## src/rtl/vtm_pkg.sv

```systemverilog
package vtm_pkg;
  localparam int VEC_W  = 512;
  localparam int MASK_W = 64;
  localparam int CNT_W  = $clog2(MASK_W) + 1;

  typedef enum logic [1:0] {ESZ_8 = 2'd0, ESZ_16 = 2'd1, ESZ_32 = 2'd2, ESZ_64 = 2'd3} esz_e;
  typedef enum logic [1:0] {VL_128 = 2'd0, VL_256 = 2'd1, VL_512 = 2'd2, VL_FULL = 2'd3} vlen_e;

  // live element count: bytes in the selected length, scaled down by element width
  function automatic logic [CNT_W-1:0] elem_count(logic [1:0] sz, logic [1:0] vl);
    logic [CNT_W-1:0] bytes;
    case (vl)
      VL_128:  bytes = CNT_W'(MASK_W / 4);
      VL_256:  bytes = CNT_W'(MASK_W / 2);
      default: bytes = CNT_W'(MASK_W);
    endcase
    return bytes >> sz;
  endfunction
endpackage

```

## src/rtl/vtm_bcast_sel.sv

```systemverilog
module vtm_bcast_sel #(
  parameter int VEC_W = vtm_pkg::VEC_W
) (
  input  logic [VEC_W-1:0] src_b_i,
  input  logic [1:0]       elem_sz_i,
  input  logic             bcast_i,
  input  logic             b_mem_i,
  output logic [VEC_W-1:0] b_eff_o
);
  import vtm_pkg::*;
  localparam int REP32 = VEC_W / 32;
  localparam int REP64 = VEC_W / 64;

  logic [VEC_W-1:0] rep32, rep64;
  logic             do_bc;

  assign rep32 = {REP32{src_b_i[31:0]}};
  assign rep64 = {REP64{src_b_i[63:0]}};
  assign do_bc = bcast_i & b_mem_i;

  always_comb begin
    b_eff_o = src_b_i;
    if (do_bc) begin
      case (esz_e'(elem_sz_i))
        ESZ_32:  b_eff_o = rep32;
        ESZ_64:  b_eff_o = rep64;
        default: b_eff_o = src_b_i;
      endcase
    end
  end
endmodule

```

## src/rtl/vtm_lane_test.sv

```systemverilog
module vtm_lane_test #(
  parameter int VEC_W  = vtm_pkg::VEC_W,
  parameter int MASK_W = vtm_pkg::MASK_W
) (
  input  logic [VEC_W-1:0]  src_a_i,
  input  logic [VEC_W-1:0]  src_b_i,
  input  logic [1:0]        elem_sz_i,
  output logic [MASK_W-1:0] hit_o
);
  localparam int NUM_SZ = 4;

  logic [VEC_W-1:0]  conj;
  logic [MASK_W-1:0] hit_sz [NUM_SZ];

  assign conj = src_a_i & src_b_i;

  for (genvar s = 0; s < NUM_SZ; s++) begin : g_sz
    localparam int EW = 8 << s;
    localparam int NE = VEC_W / EW;
    for (genvar j = 0; j < NE; j++) begin : g_el
      assign hit_sz[s][j] = |conj[j*EW +: EW];
    end
    if (NE < MASK_W) begin : g_pad
      assign hit_sz[s][MASK_W-1:NE] = '0;
    end
  end

  assign hit_o = hit_sz[elem_sz_i];
endmodule

```

## src/rtl/vtm_active_mask.sv

```systemverilog
module vtm_active_mask #(
  parameter int MASK_W = vtm_pkg::MASK_W
) (
  input  logic [1:0]        elem_sz_i,
  input  logic [1:0]        vlen_i,
  input  logic              mask_en_i,
  input  logic [MASK_W-1:0] wmask_i,
  output logic [MASK_W-1:0] keep_o
);
  import vtm_pkg::*;

  logic [CNT_W-1:0]  cnt;
  logic [MASK_W-1:0] thermo;

  assign cnt = elem_count(elem_sz_i, vlen_i);

  for (genvar j = 0; j < MASK_W; j++) begin : g_th
    assign thermo[j] = (CNT_W'(j) < cnt);
  end

  assign keep_o = thermo & (mask_en_i ? wmask_i : {MASK_W{1'b1}});
endmodule

```

## src/rtl/vtm_unit.sv

```systemverilog
module vtm_unit #(
  parameter int VEC_W  = vtm_pkg::VEC_W,
  parameter int MASK_W = vtm_pkg::MASK_W
) (
  input  logic              clk_i,
  input  logic              rst_ni,
  input  logic              in_valid_i,
  input  logic [VEC_W-1:0]  src_a_i,
  input  logic [VEC_W-1:0]  src_b_i,
  input  logic [MASK_W-1:0] wmask_i,
  input  logic [1:0]        elem_sz_i,
  input  logic [1:0]        vlen_i,
  input  logic              mask_en_i,
  input  logic              bcast_i,
  input  logic              b_mem_i,
  output logic              out_valid_o,
  output logic [MASK_W-1:0] mask_o
);
  logic [VEC_W-1:0]  b_eff;
  logic [MASK_W-1:0] hit, keep;
  logic [MASK_W-1:0] mask_q;
  logic              vld_q;

  vtm_bcast_sel #(.VEC_W(VEC_W)) u_bcast (
    .src_b_i  (src_b_i),
    .elem_sz_i(elem_sz_i),
    .bcast_i  (bcast_i),
    .b_mem_i  (b_mem_i),
    .b_eff_o  (b_eff)
  );

  vtm_lane_test #(.VEC_W(VEC_W), .MASK_W(MASK_W)) u_lane (
    .src_a_i  (src_a_i),
    .src_b_i  (b_eff),
    .elem_sz_i(elem_sz_i),
    .hit_o    (hit)
  );

  vtm_active_mask #(.MASK_W(MASK_W)) u_keep (
    .elem_sz_i(elem_sz_i),
    .vlen_i   (vlen_i),
    .mask_en_i(mask_en_i),
    .wmask_i  (wmask_i),
    .keep_o   (keep)
  );

  always_ff @(posedge clk_i or negedge rst_ni) begin
    if (!rst_ni) begin
      mask_q <= '0;
      vld_q  <= 1'b0;
    end else begin
      vld_q <= in_valid_i;
      if (in_valid_i) mask_q <= hit & keep;
    end
  end

  assign mask_o      = mask_q;
  assign out_valid_o = vld_q;
endmodule

```

## config.mk

```make
export PLATFORM = sky130hd
export DESIGN_NAME = vtm_unit
export DESIGN_NICKNAME = d
export VERILOG_FILES = /design/src/rtl/vtm_pkg.sv /design/src/rtl/vtm_bcast_sel.sv /design/src/rtl/vtm_lane_test.sv /design/src/rtl/vtm_active_mask.sv /design/src/rtl/vtm_unit.sv
export SDC_FILE = /design/constraint.sdc
export NUM_CORES = 1
export LEC_CHECK = 0
export ABC_CLOCK_PERIOD_IN_PS = 800
export BUFFER_PORTS_ARGS = -buffer_cell sky130_fd_sc_hd__buf_2
export CAP_MARGIN = 40
export CORE_AREA = 2 2 447 449
export DETAILED_ROUTE_END_ITERATION = 7
export DIE_AREA = 0 0 449 451
export PLACE_DENSITY = 0.34
export SYNTH_ARGS = -nofsm -noshare
export SYNTH_HDL_FRONTEND = slang
export SYNTH_SLANG_ARGS = --single-unit
```

## constraint.sdc

```tcl
create_clock -name clk_i -period 0.8 [get_ports clk_i]
set_input_delay 0.08 -clock clk_i [delete_from_list [all_inputs] [get_ports clk_i]]
set_output_delay 0.08 -clock clk_i [all_outputs]
set_load 0.1 [all_outputs]
```

## Yosys cells after proc, flatten, opt, wreduce, memory -nomap -nowiden

Index checks and enable logic that the tools add are counted.

| operators by class | value |
|---|---|
| shift-type cells | 1 |
| bitwise gates (word level) | 5 |
| reductions and logical operators | 121 |
| order comparisons | 65 |
| eq/ne operators | 3 |
| muxes and demuxes | 7 |

Operators with widths:

| cell | count |
|---|---|
| $pmux 512 s2 | 1 |
| $and 512x512->512 | 1 |
| $mux 512 | 1 |
| $reduce_or 16->1 | 32 |
| $reduce_or 32->1 | 16 |
| $reduce_or 64->1 | 8 |
| $reduce_or 8->1 | 64 |
| $lt 6x7->1 const A | 32 |
| $mux 64 | 3 |
| $and 64x64->64 | 2 |
| $bmux 64 s2 | 1 |
| $lt 5x7->1 const A | 16 |
| $lt 4x7->1 const A | 8 |
| $lt 3x7->1 const A | 4 |
| $lt 1x7->1 const A | 2 |
| $lt 2x7->1 const A | 2 |
| $pmux 7 s2 | 1 |
| $shr 7x2->7 | 1 |
| $eq 2x2->1 const B | 2 |
| $ge 3x3->1 const B | 1 |
| $not 2->3 | 1 |
| $eq 2x1->1 const B | 1 |
| $logic_not 2->1 | 1 |
| $and 1x1->1 | 1 |

| storage, ports and cells | value |
|---|---|
| output and inout port bits | 65 |
| input bits | 1,098 |
| register bits after elaboration | 65 |

## Longest topological paths before layout

| depth | value |
|---|---|
| depth in word-level cells | 9 |
| mapped depth | 11 |
| mapped depth without buffers | 7 |

## Modules after synthesis

A second synthesis with hierarchy kept.

| unflattened totals | value |
|---|---|
| cells, all modules | 1,841 |
| area total of the unflattened synthesis | 13,480.4 um2 |

By module, submodules not included:

| module | cells an instance | sequential area each (um2) | instances | area an instance (um2) |
|---|---|---|---|---|
| vtm_bcast_sel | 931 | 0.0 | 1 | 6,565.0 |
| vtm_lane_test | 489 | 0.0 | 1 | 3,296.9 |
| vtm_unit | 271 | 1,626.6 | 1 | 2,648.8 |
| vtm_active_mask | 150 | 0.0 | 1 | 969.7 |

## Worst setup path before layout

OpenSTA, ideal clock, no wires.

| timing | value |
|---|---|
| path kind | input -> register |
| start point | input bcast_i |
| end point | register mask_q[11], in the netlist mask_o[11] |
| path slack | -1,244 ps |
| arrival | 1,919 ps |
| required time | 675 ps |
| cell stages on the path | 10 |
| path through | buf_4 > and3_1 > clkbuf_1 > clkbuf_1 > o21ai_0 > o22ai_1 > nor4_1 > nand4_1 > a221oi_1 > o2bb2ai_1 |

| on the way | value |
|---|---|
| longest elaborated chain between the ends | 8 |
| elaborated cells between the ends (all ways) | 10 |
| classes of those cells | mux: 4; bitwise: 3; reduce/logical: 3 |

RTL lines:

| what | RTL line | source |
|---|---|---|
| from (decl) | vtm_unit.sv:14 | `input logic bcast_i,` |
| $and 1x1->1 (*) | vtm_bcast_sel.sv:19 | `assign do_bc = bcast_i & b_mem_i;` |
| $mux 512 (*) | vtm_bcast_sel.sv:23 | `if (do_bc) begin` |
| $and 512x512->512 (*) | vtm_lane_test.sv:15 | `assign conj = src_a_i & src_b_i;` |
| $reduce_or 32->1, or another cell as far along | vtm_lane_test.sv:21 | `assign hit_sz[s][j] = \|conj[j*EW +: EW];` |
| $bmux 64 s2 (*) | vtm_lane_test.sv:28 | `assign hit_o = hit_sz[elem_sz_i];` |
| $mux 64 (implied by the code) (*) (2 in series) | vtm_lane_test.sv:28 |  |
| $and 64x64->64 (*) | vtm_unit.sv:53 | `if (in_valid_i) mask_q <= hit & keep;` |
| to (signal assigned) | vtm_unit.sv:53 |  |
| to (decl) | vtm_unit.sv:21 | `logic [MASK_W-1:0] mask_q;` |

Mark *: on every way between the ends. The rest lies on a longest branch, timed or not. The select of a mux whose other input is x is not followed.
A chain may end at the register's enable or synchronous reset.

## Final worst setup path

| timing | value |
|---|---|
| start point | input bcast_i |
| end point | register mask_q[3], in the netlist mask_o[3] |

| on the way | value |
|---|---|
| longest elaborated chain between the ends | 8 |
| elaborated cells between the ends (all ways) | 11 |
| classes of those cells | mux: 4; bitwise: 3; reduce/logical: 4 |

RTL lines:

| what | RTL line |
|---|---|
| $and 1x1->1 (*) | vtm_bcast_sel.sv:19 |
| $mux 512 (*) | vtm_bcast_sel.sv:23 |
| $and 512x512->512 (*) | vtm_lane_test.sv:15 |
| $reduce_or 64->1, or another cell as far along | vtm_lane_test.sv:21 |
| $bmux 64 s2 (*) | vtm_lane_test.sv:28 |
| $mux 64 (implied by the code) (*) (2 in series) | vtm_lane_test.sv:28 |
| $and 64x64->64 (*) | vtm_unit.sv:53 |

Marks and branches as above.

==> results.cfg <==
[floorplanning]
dieArea_sq_mm = 0.2025
core-area_sq_mm = 0.1982
dieWidth_um = 449
io_pins = 1163
core.rowCount = 164
initial_core_util_pct = 4.804
die_y_um = 451

[worst_setup_path]
reg2reg_depth = 2
slowest_delay_ns = 0.41
path_delay_family = buffers and inverters
path_depth = 13
critPathSlowestCell = nor4_4
cp-start-kind = input port
path_class = in -> reg
cp_num_buf_inv = 6
endpoint_kind = register
critPathLaunch = bcast_i
timing.rr.start = mask_o[15]$_DFFE_PN0P_
crit_path_cell_trace = buf_8, and3_4, buf_12, buf_16, buf_12, o21ai_4, o22ai_2, nor4_4, buf_4, nand4_1, buf_4, a211oi_2, o221ai_2
crit_arrival_ns = 2.53
cp_max_fo = 6
critPathRequiredTime_ns = 1.07

[run_status]
violations = negative setup slack
status = finished, violations left

[timing]
skew_ns = 0
rsz0062_at_grt = true
post-route-min-period_ns = 2.261
max_freq_mhz = 442.3
slew_violations = 0
max_slew_margin_pct = 52.03
setup_ws_ns = -1.461
hold_viol_final = 0
tightest_slew_ns = 0.7120
fin_crit_sh_pct = 282.6
setup_viol = 129
setup_tns_ns = -83.11

[clock_tree]
clockBufferDepth = 2
clk_latency_ns = 0.38
clock_sinks = 65
htree_levels = 3
cts_tree = done
cts_buffers = 9
clkSlewWorstSetupHoldPaths_ns = 0.07
cts_root_buffer = clkbuf_16

[yosys]
synth_area_sq_mm = 0.009523
ys_types = 56
syn-instance-count = 1338
async_flop_share_pct = 100.0
ys_seq_area_share_pct = 17.08
synth_edf_count = 0
ys_warn_count = 0
yosys_most_used_dff = dfrtp_1
synth_fp_nets = 2436
ys_seq_elements = 65
syn_area_per_cell_sq_um = 7.117

[global_routing]
grt_pass1_wl_um = 244400
grt_max_degree = 31
antenna_found_initial = 252
grt_use_total_pct = 18.90
first_global_vias = 21071
grt_overflow = 0

[placement]
place.gp.congestion = 0.9513
postPlaceCellArea_sq_mm = 0.02412
hpwl_um = 182100
numPortBuffers = 1162

[power]
switching_power_uw = 12070
pwr-share-comb_pct = 67.6
intPower_uw = 13830
seqPwrFrac_pct = 15.3
ir_drop_uv = 802.6
swShare_pct = 46.60
clockPowerShare_pct = 17.1
total_power_uw = 25900
power.density_mw_per_mm2 = 884.3
p_leak_uw = 0.01221

[detailed_routing]
routed_via_density = 3.689
antenna_left = 0
drc_errors = 0
drt-wirelength-per-cell_um = 34.91
first_pass_iters = 5
vias = 21397
drt_wl_total_um = 202500
drtIter0Drc = 1688

[min_path]
hold_depth = 3
hold_class = in -> reg
hold_start = wmask_i[14]

[layout]
design_area_sq_mm = 0.02929
mostFrequentLayoutCell = buf_2
layout.nets = 4150
area_growth_pct = 207.6
most-common-layout-cells = buf_2, buf_4, a22oi_1, buf_12, buf_6
drive_gt1_share_pct = 72.65

[job]
max_cap_violations = 0
[state kept, by name, indices dropped and copies added, names as in the netlist]
signal	count
mask_o	64
out_valid_o	1
[metal layers]
layer	global-route usage, %	share of wire (%)	vias to the layer above
met5	0	0.29	-
met4	4.730	3.8	94
met3	4.858	6.9	432
met2	36.19	53	1227
met1	20.39	36	10551
li1	-	-	9093
[cells by family after synthesis]
kind of cell,count (synthesis),share of synthesized area [%]
DFF,65,17.08
AOI/OAI and AO/OA,805,57.10
muxes,16,1.682
buffers and inverters,145,6.307
and+or+nand+nor,307,17.83
[timing repair]
item,in CTS,in global routing
endpoints found under the hold margin,83,0
pin swaps,75,107
setup endpoints to repair,129,129
setup buffers,73,65
cloned,12,4
hold buffers,19,0
gates resized for setup,465,316
[through the flow]
stage / cells / util [%] / setup slack (ns) / hold slack [ns]
floorplan: 1338 / - / -1.103 / -0.2156
global placement: 5527 / 12.09 / -2.705 / -0.01812
detailed placement: 5551 / 12.17 / -2.245 / -0.02308
CTS: 5664 / 13.75 / -1.394 / 0.002123
global route: 5756 / 14.72 / -1.468 / 0.01634
finish: 5801 / 14.78 / -1.461 / 0.01738
[cell usage after synthesis (all sizes together), types with 16 or more instances]
master  count  area (sq um)
nor3       24         160.2
a21oi      23         115.1
nor2       91         341.6
nor4       32         225.2
and2       25         156.4
nor2b      18         112.6
a211oi     26         360.4
inv        35         131.4
dfrtp      65          1627
nand4      65         406.6
nand2      20         75.07
o21ai     274          1371
buf        22         138.9
o32ai      32         280.3
a22oi     224          1682
mux2i      16         160.2
o22ai     123         769.5
clkbuf     85         319.1
[worst register-to-register path, cell delays in order (launching register included)]
cell	delay, ns
dfrtp_2	0.46
a32oi_1	0.20
o41ai_2	0.11
[final cells by class]
type	instances	area (sq um)
Timing Repair Buffer	1810	13670
Inverter	38	150.1
Tap cell	2656	3323
Clock buffer	11	242.7
Antenna cell	88	220.2
Multi-Input combinational cell	1128	9922
Fill cell	22908	168900
Sequential cell	65	1707
Clock inverter	5	55.05
[power by group through the flow]
stage / clock (uW) / sequential (uW) / combinational, uW
after floorplan: 0 / 5660 / 3270
after global placement: 0 / 4020 / 15000
after detailed placement: 0 / 4020 / 15000
after CTS: 4620 / 3960 / 16700
after global routing: 4750 / 3980 / 18300
final: 4430 / 3950 / 17500
[final timing paths]
| check | to | slack, ns |
|---|---|---|
| setup / recovery | mask_o[3]$_DFFE_PN0P_ | -1.46 |
| hold / removal | mask_o[14]$_DFFE_PN0P_ | 0.02 |
| setup reg to reg | mask_o[15]$_DFFE_PN0P_ | -0.09 |
| hold reg to reg | mask_o[18]$_DFFE_PN0P_ | 0.53 |
| max in group asynchronous | mask_o[27]$_DFFE_PN0P_ | 0.21 |
| min in group asynchronous | mask_o[16]$_DFFE_PN0P_ | 0.11 |
No activity file was read; power rests on OpenSTA's default activity.
